`config.mk`:
```
export PLATFORM = sky130hd
export DESIGN_NAME = vram_rect_copy
export DESIGN_NICKNAME = d
export VERILOG_FILES = /design/src/rtl/vrc_pkg.sv /design/src/rtl/vrc_pos_decode.sv /design/src/rtl/vrc_size_decode.sv /design/src/rtl/vrc_line_buf.sv /design/src/rtl/vram_rect_copy.sv
export SDC_FILE = /design/constraint.sdc
export NUM_CORES = 2
export LEC_CHECK = 0
export CORE_MARGIN = 3
export CORE_UTILIZATION = 62
export DETAILED_ROUTE_END_ITERATION = 10
export GPL_ROUTABILITY_DRIVEN = 0
export PLACE_DENSITY = 0.79
export SLEW_MARGIN = 10
export SYNTH_ARGS = -nofsm -noshare
export SYNTH_HDL_FRONTEND = slang
export SYNTH_SLANG_ARGS = --single-unit
```
`constraint.sdc`:
```
create_clock -name clk -period 5.7 [get_ports clk]
set_clock_uncertainty 0.15 [all_clocks]
set_input_delay 1.14 -clock clk [delete_from_list [all_inputs] [get_ports clk]]
set_output_delay 1.14 -clock clk [all_outputs]
set_load 0.03 [all_outputs]
```
`src/rtl/vrc_pkg.sv`:
```
package vrc_pkg;

  typedef enum logic [2:0] {
    ST_IDLE,
    ST_READ,
    ST_RDRAIN,
    ST_WRITE,
    ST_WDRAIN
  } vrc_state_t;

endpackage

```
`src/rtl/vrc_pos_decode.sv`:
```
module vrc_pos_decode #(
  parameter int WORD_W = 32,
  parameter int XW     = 10,
  parameter int YW     = 9,
  parameter int Y_LSB  = 16
) (
  input  logic [WORD_W-1:0] word,
  output logic [XW-1:0]     x,
  output logic [YW-1:0]     y
);
  logic unused_bits;

  assign x = word[XW-1:0];
  assign y = word[Y_LSB +: YW];
  assign unused_bits = ^word;
endmodule

```
`src/rtl/vrc_size_decode.sv`:
```
module vrc_size_decode #(
  parameter int WORD_W = 32,
  parameter int XW     = 10,
  parameter int YW     = 9,
  parameter int Y_LSB  = 16
) (
  input  logic [WORD_W-1:0] word,
  output logic [XW:0]       wlen,
  output logic [YW-1:0]     hlast
);
  logic [XW-1:0] wlast;
  logic          unused_bits;

  // field minus one, truncated: zero wraps to the largest span
  assign wlast = word[XW-1:0] - XW'(1);
  assign wlen  = (XW+1)'(wlast) + (XW+1)'(1);
  assign hlast = word[Y_LSB +: YW] - YW'(1);
  assign unused_bits = ^word;
endmodule

```
`src/rtl/vrc_line_buf.sv`:
```
module vrc_line_buf #(
  parameter int PIX_W = 16,
  parameter int DEPTH = 128
) (
  input  logic                     clk,
  input  logic                     we,
  input  logic [$clog2(DEPTH)-1:0] waddr,
  input  logic [PIX_W-1:0]         wdata,
  input  logic [$clog2(DEPTH)-1:0] raddr,
  output logic [PIX_W-1:0]         rdata
);
  logic [PIX_W-1:0] store [DEPTH];

  always_ff @(posedge clk) begin
    if (we) store[waddr] <= wdata;
    rdata <= store[raddr];
  end
endmodule

```
`src/rtl/vram_rect_copy.sv`:
```
module vram_rect_copy import vrc_pkg::*; #(
  parameter int XW     = 10,
  parameter int YW     = 9,
  parameter int PIX_W  = 16,
  parameter int CHUNK  = 128,
  parameter int WORD_W = 32,
  parameter int Y_LSB  = 16
) (
  input  logic               clk,
  input  logic               rst,
  input  logic               start,
  input  logic [WORD_W-1:0]  src_word,
  input  logic [WORD_W-1:0]  dst_word,
  input  logic [WORD_W-1:0]  size_word,
  input  logic               set_mask,
  output logic               busy,
  output logic               done,
  output logic               mem_rd_en,
  output logic               mem_wr_en,
  output logic [XW+YW-1:0]   mem_addr,
  output logic [PIX_W-1:0]   mem_wdata,
  input  logic [PIX_W-1:0]   mem_rdata
);
  localparam int AW = XW + YW;
  localparam int CW = $clog2(CHUNK);
  localparam int WW = XW + 1;
  localparam logic [PIX_W-1:0] MSB_SET = PIX_W'(1) << (PIX_W-1);

  vrc_state_t     st;
  logic [XW-1:0]  dec_sx, dec_dx, sx_q, dx_q;
  logic [YW-1:0]  dec_sy, dec_dy, sy_q, dy_q;
  logic [WW-1:0]  dec_wlen, wlen_q, xoff_q;
  logic [YW-1:0]  dec_hlast, hlast_q, row_q;
  logic           mask_q;
  logic [CW-1:0]  idx_q, clast_q, rtag_q, rtag2_q;
  logic           rvld_q, wstage_q;
  logic [AW-1:0]  waddr_q;
  logic [PIX_W-1:0] buf_q;

  vrc_pos_decode #(.WORD_W(WORD_W), .XW(XW), .YW(YW), .Y_LSB(Y_LSB)) src_dec_i (
    .word(src_word), .x(dec_sx), .y(dec_sy));
  vrc_pos_decode #(.WORD_W(WORD_W), .XW(XW), .YW(YW), .Y_LSB(Y_LSB)) dst_dec_i (
    .word(dst_word), .x(dec_dx), .y(dec_dy));
  vrc_size_decode #(.WORD_W(WORD_W), .XW(XW), .YW(YW), .Y_LSB(Y_LSB)) size_dec_i (
    .word(size_word), .wlen(dec_wlen), .hlast(dec_hlast));

  vrc_line_buf #(.PIX_W(PIX_W), .DEPTH(CHUNK)) lbuf_i (
    .clk(clk), .we(rvld_q), .waddr(rtag2_q), .wdata(mem_rdata),
    .raddr(idx_q), .rdata(buf_q));

  function automatic logic [CW-1:0] chunk_last(input logic [WW-1:0] rem);
    if (rem > WW'(CHUNK)) return CW'(CHUNK - 1);
    return CW'(rem - WW'(1));
  endfunction

  logic [XW-1:0] rd_x, wr_x;
  logic [YW-1:0] rd_y, wr_y;
  logic [WW-1:0] nxt_off;
  logic          row_end, last_row, same_place, chunk_end;

  // truncation to XW/YW bits provides the wrap on both axes
  assign rd_x       = sx_q + xoff_q[XW-1:0] + XW'(idx_q);
  assign wr_x       = dx_q + xoff_q[XW-1:0] + XW'(idx_q);
  assign rd_y       = sy_q + row_q;
  assign wr_y       = dy_q + row_q;
  assign nxt_off    = xoff_q + WW'(clast_q) + WW'(1);
  assign row_end    = nxt_off >= wlen_q;
  assign last_row   = row_q == hlast_q;
  assign chunk_end  = idx_q == clast_q;
  assign same_place = (dec_sx == dec_dx) && (dec_sy == dec_dy);
  assign busy       = st != ST_IDLE;

  always_ff @(posedge clk) begin
    if (rst) begin
      st <= ST_IDLE;
      sx_q <= '0; sy_q <= '0; dx_q <= '0; dy_q <= '0;
      wlen_q <= '0; hlast_q <= '0; mask_q <= 1'b0;
      row_q <= '0; xoff_q <= '0; idx_q <= '0; clast_q <= '0;
      rtag_q <= '0; rtag2_q <= '0; rvld_q <= 1'b0;
      wstage_q <= 1'b0; waddr_q <= '0;
      mem_rd_en <= 1'b0; mem_wr_en <= 1'b0;
      mem_addr <= '0; mem_wdata <= '0; done <= 1'b0;
    end else begin
      mem_rd_en <= 1'b0;
      mem_wr_en <= 1'b0;
      wstage_q  <= 1'b0;
      done      <= 1'b0;
      rvld_q    <= mem_rd_en;
      rtag2_q   <= rtag_q;

      if (wstage_q) begin
        mem_wr_en <= 1'b1;
        mem_addr  <= waddr_q;
        mem_wdata <= mask_q ? (buf_q | MSB_SET) : buf_q;
      end

      unique case (st)
        ST_IDLE: if (start) begin
          sx_q <= dec_sx; sy_q <= dec_sy; dx_q <= dec_dx; dy_q <= dec_dy;
          wlen_q <= dec_wlen; hlast_q <= dec_hlast; mask_q <= set_mask;
          row_q <= '0; xoff_q <= '0; idx_q <= '0;
          clast_q <= chunk_last(dec_wlen);
          if (same_place && !set_mask) done <= 1'b1;
          else                         st   <= ST_READ;
        end
        ST_READ: begin
          mem_rd_en <= 1'b1;
          mem_addr  <= {rd_y, rd_x};
          rtag_q    <= idx_q;
          if (chunk_end) begin
            idx_q <= '0;
            st    <= ST_RDRAIN;
          end else begin
            idx_q <= idx_q + CW'(1);
          end
        end
        ST_RDRAIN: if (!mem_rd_en && !rvld_q) st <= ST_WRITE;
        ST_WRITE: begin
          wstage_q <= 1'b1;
          waddr_q  <= {wr_y, wr_x};
          if (chunk_end) begin
            idx_q <= '0;
            st    <= ST_WDRAIN;
          end else begin
            idx_q <= idx_q + CW'(1);
          end
        end
        ST_WDRAIN: if (!wstage_q && !mem_wr_en) begin
          if (row_end && last_row) begin
            st   <= ST_IDLE;
            done <= 1'b1;
          end else if (row_end) begin
            row_q   <= row_q + YW'(1);
            xoff_q  <= '0;
            clast_q <= chunk_last(wlen_q);
            st      <= ST_READ;
          end else begin
            xoff_q  <= nxt_off;
            clast_q <= chunk_last(wlen_q - nxt_off);
            st      <= ST_READ;
          end
        end
        default: st <= ST_IDLE;
      endcase
    end
  end

  AST_ONE_REQUEST: assert property (@(posedge clk) disable iff (rst)
    !(mem_rd_en && mem_wr_en));
  AST_DONE_SINGLE: assert property (@(posedge clk) disable iff (rst)
    (done && !start) |=> !done);
  AST_DONE_QUIET: assert property (@(posedge clk) disable iff (rst)
    done |-> (!mem_rd_en && !mem_wr_en && !busy));
  AST_IDLE_QUIET: assert property (@(posedge clk) disable iff (rst)
    !busy |-> (!mem_rd_en && !mem_wr_en));
  AST_START_IGNORED: assert property (@(posedge clk) disable iff (rst)
    (busy && start) |=> ($stable(sx_q) && $stable(dx_q) && $stable(wlen_q) && $stable(mask_q)));
endmodule

```
==> reports/results.tsv <==
metric	value	unit
outcome	finished, final reports clean	
Hold/Removal Path Class	reg -> reg	
root buffer cell	clkbuf_16	
hold endpoint	dx_q[0]	
Area growth, synth to finish	12.29	%
Max-Cap Viols	0	
Switching Share	22.18	%
DR iter-0 viols	6702	
ANT nets after route	0	
Post-synth EDFFs	2048	
Die ar.	147500	sq um
post-CTS setup buffer count	0	
post-CTS sizing	0	
Comb pwr share	7.8	%
Sw Pwr	7674	uW
Min Hold Slack	0.3062	ns
grt ovf	0	
PortBufs	115	
Site Rows	138	
placed cells	6249	
final core utilization	70.19	%
aggregate global-route resource usage	31.96	%
Syn Area/Cell	20.68	sq um
CP Capture Type	flip-flop	
Clock Latency Late Sink	0.83	ns
Top FF cell, synth	edfxtp_1	
CTS tree	done	
post-DP HPWL	123800	microns
post-place instance area	92760	sq um
largest net degree at the start of global routing	119	
Seq pwr share	52.3	%
share of the synthesized area in the top cell type	69.40	%
Final #Nets	4765	
DRC	0	
Non-Filler Instances	6634	
first-pass GRT wire length	334700	microns
clock sink total	2233	
Fillers	7912	
Slew @ Worst Pin	1.322	ns
max_slew headroom	11.51	%
CP dominant cell by count	a21oi_1	
Max clock buf depth	3	
CP required	6.22	ns
final hold violation count	0	
min-delay src	dx_q[0]	
critical path class	reg -> reg	
Seq cells post-synth	2233	
via count	46140	
DR vias/cell	6.954	
hold buffer count at CTS	0	
die height	384.1	microns
CP arrival	5.52	ns
async set-reset flop share out of synthesis	0	%
Max Freq	199.7	MHz
drt wl/cell	34.83	microns
CP max stage delay	0.57	ns
Crit Path Max Fanout	19	
leakage	0.03077	uW
Net Count, Synth	4483	
Seq/Total Area, Yosys	73.58	%
worst reg2reg path endpoint	xoff_q[5]	
final setup TNS	0	ns
Mapped Cells	4285	
period utilization	87.83	%
Chip Width	384.1	microns
CP Cell Sequence	inv_1 -> ha_1 -> inv_1 -> fa_1 -> a21o_1 -> a21oi_1 -> o21bai_1 -> a21oi_1 -> nor2b_1 -> o21ai_0 -> xor2_1 -> ha_1 -> a21oi_1 -> nor2_1 -> a211oi_1 -> a21boi_1 -> nor3_1 -> buf_4 -> o21bai_1 -> nor2b_1	
vias in the first global route	46870	
num ports	155	
RSZ-0062 raised after global routing	false	
antenna violations before repair	17	
Synth area leaders	edfxtp_1 (69%), mux4_2 (17%), dfxtp_1 (4.2%)	
Netlist Area Pre-Place	88610	sq um
Core ar.	141800	sq um
clock network fraction of design power	39.9	%
layout cell share with drive strength beyond 1	25.80	%
hold path depth	2	
CP Buf/Inv Count	3	
H-Tree Depth	4	
critical path's slowest cell	o21bai_1	
clock-pin slew on the worst setup and hold paths	0.06	ns
R2R Path Start	xoff_q[0]	
total power divided by cell area	347.6	nW/um^2
total wire length	231100	microns
Final Max Tran Viols	0	
Setup-failing EPs final	0	
Top delay family on crit path	compound AO/OA/AOI/OAI gates	
Synth area leader	edfxtp_1	
r2r setup slk	0.69	ns
final instance area	99500	sq um
Initial Util	62.51	%
final worst path period need	5.006	ns
Cell Int Power	26920	uW
Worst VDD drop	0.3061	mV
post-synthesis cell type count	64	
Startpoint Class	flip-flop	
yosys warns	0	
CTS buffer count	206	
FF-to-FF path depth	20	
DRT Pass-1 Iters	6	
==> cells by family (layout without fill, tap and decap cells) <==
group | after synthesis | in the layout | synth area share, %
other | 0 | 7 | 0
multiplexers | 726 | 726 | 17.70
AO/OA/AOI/OAI | 283 | 283 | 2.025
flip-flops | 2233 | 2233 | 73.58
XOR/XNOR | 102 | 102 | 1.008
AND/OR/NAND/NOR | 576 | 576 | 3.037
adder cells (fa/ha/maj) | 82 | 82 | 1.327
buffers and inverters | 283 | 735 | 1.320
==> state kept, by name, indices dropped and copies added (netlist names), 10 cells and up <==
register	count
mem_addr	19
mem_wdata	16
lbuf_i.rdata	16
dx_q	10
lbuf_i.store	2048
sx_q	10
xoff_q	11
waddr_q	19
wlen_q	11
==> worst min-delay path, stage by stage (launching register included) <==
cell,delay (ns)
dfxtp_1,0.31
nand2_1,0.05
a21oi_1,0.05
==> layout make-up <==
type	count	area [sq um]	area share [%]
multi-input cells	1769	22300	22.42
flip-flops and latches	2233	65230	65.55
clock buffers	263	5589	5.617
diodes	7	17.52	0.01760
inverters	56	210.2	0.2113
repair buffers	301	2655	2.668
well taps	1890	2365	2.377
clock inverters	115	1135	1.141
==> worst max path at each step <==
| stage | from | to | slack [ns] | depth (start not counted) |
|---|---|---|---|---|
| finish | xoff_q[0] | xoff_q[5] | 0.69 | 20 |
| global route | xoff_q[0] | xoff_q[8] | 0.21 | 20 |
| CTS | xoff_q[0] | xoff_q[5] | 0.74 | 20 |
| detailed placement | xoff_q[0] | xoff_q[2] | 0.79 | 20 |
| global placement | xoff_q[0] | xoff_q[2] | 0.90 | 20 |
| floorplan | xoff_q[0] | clast_q[0] | 1.02 | 22 |
==> power by group through the flow <==
stage	Clock, uW	Combinational [uW]	Sequential, uW
after global routing	14500	2870	18100
after CTS	13900	2690	18100
after global placement	0	2570	18400
final	13800	2700	18100
after floorplan	0	1740	18400
after detailed placement	0	2630	18400
==> synthesized netlist by cell type (all sizes together) (20+ instances only) <==
master / count
xor2: 38
mux2i: 38
inv: 56
buf: 87
a21oi: 110
mux4: 671
nor3: 36
clkbuf: 140
ha: 62
nand2: 146
fa: 20
nor2b: 39
o21ai: 40
a211oi: 34
edfxtp: 2048
dfxtp: 185
nor2: 221
nand3: 26
xnor2: 64
==> per-layer routing <==
layer | global-route usage, % | part of all wire, % | vias to the layer above
met2 | 51.00 | 49 | 3450
met1 | 42.98 | 34 | 23820
met3 | 7.531 | 12 | 609
met4 | 13.72 | 4.9 | 14
met5 | 0 | 0.040 | -
li1 | - | - | 18240
==> stage by stage <==
step	setup WS [ns]	total power, uW
after floorplan	1.019	20140
after global placement	0.9002	21000
after detailed placement	0.7878	21060
after CTS	0.7361	34680
after global routing	0.2085	35440
final	0.6937	34590
==> placed cells by master, fill, tap and decap left out, types with 38 or more instances in the layout <==
cell and n:
clkbuf_1 40, xor2_1 38, mux2i_1 38, nand2_1 145, a21oi_1 109, nor2b_1 39
nor2_1 216, clkdlybuf4s50_1 98, buf_4 191, edfxtp_1 2048, dfxtp_1 177, clkbuf_16 212
mux4_2 671, clkinv_2 41, xnor2_1 64, inv_1 56, ha_1 62
(Power assumes the default switching activity.)
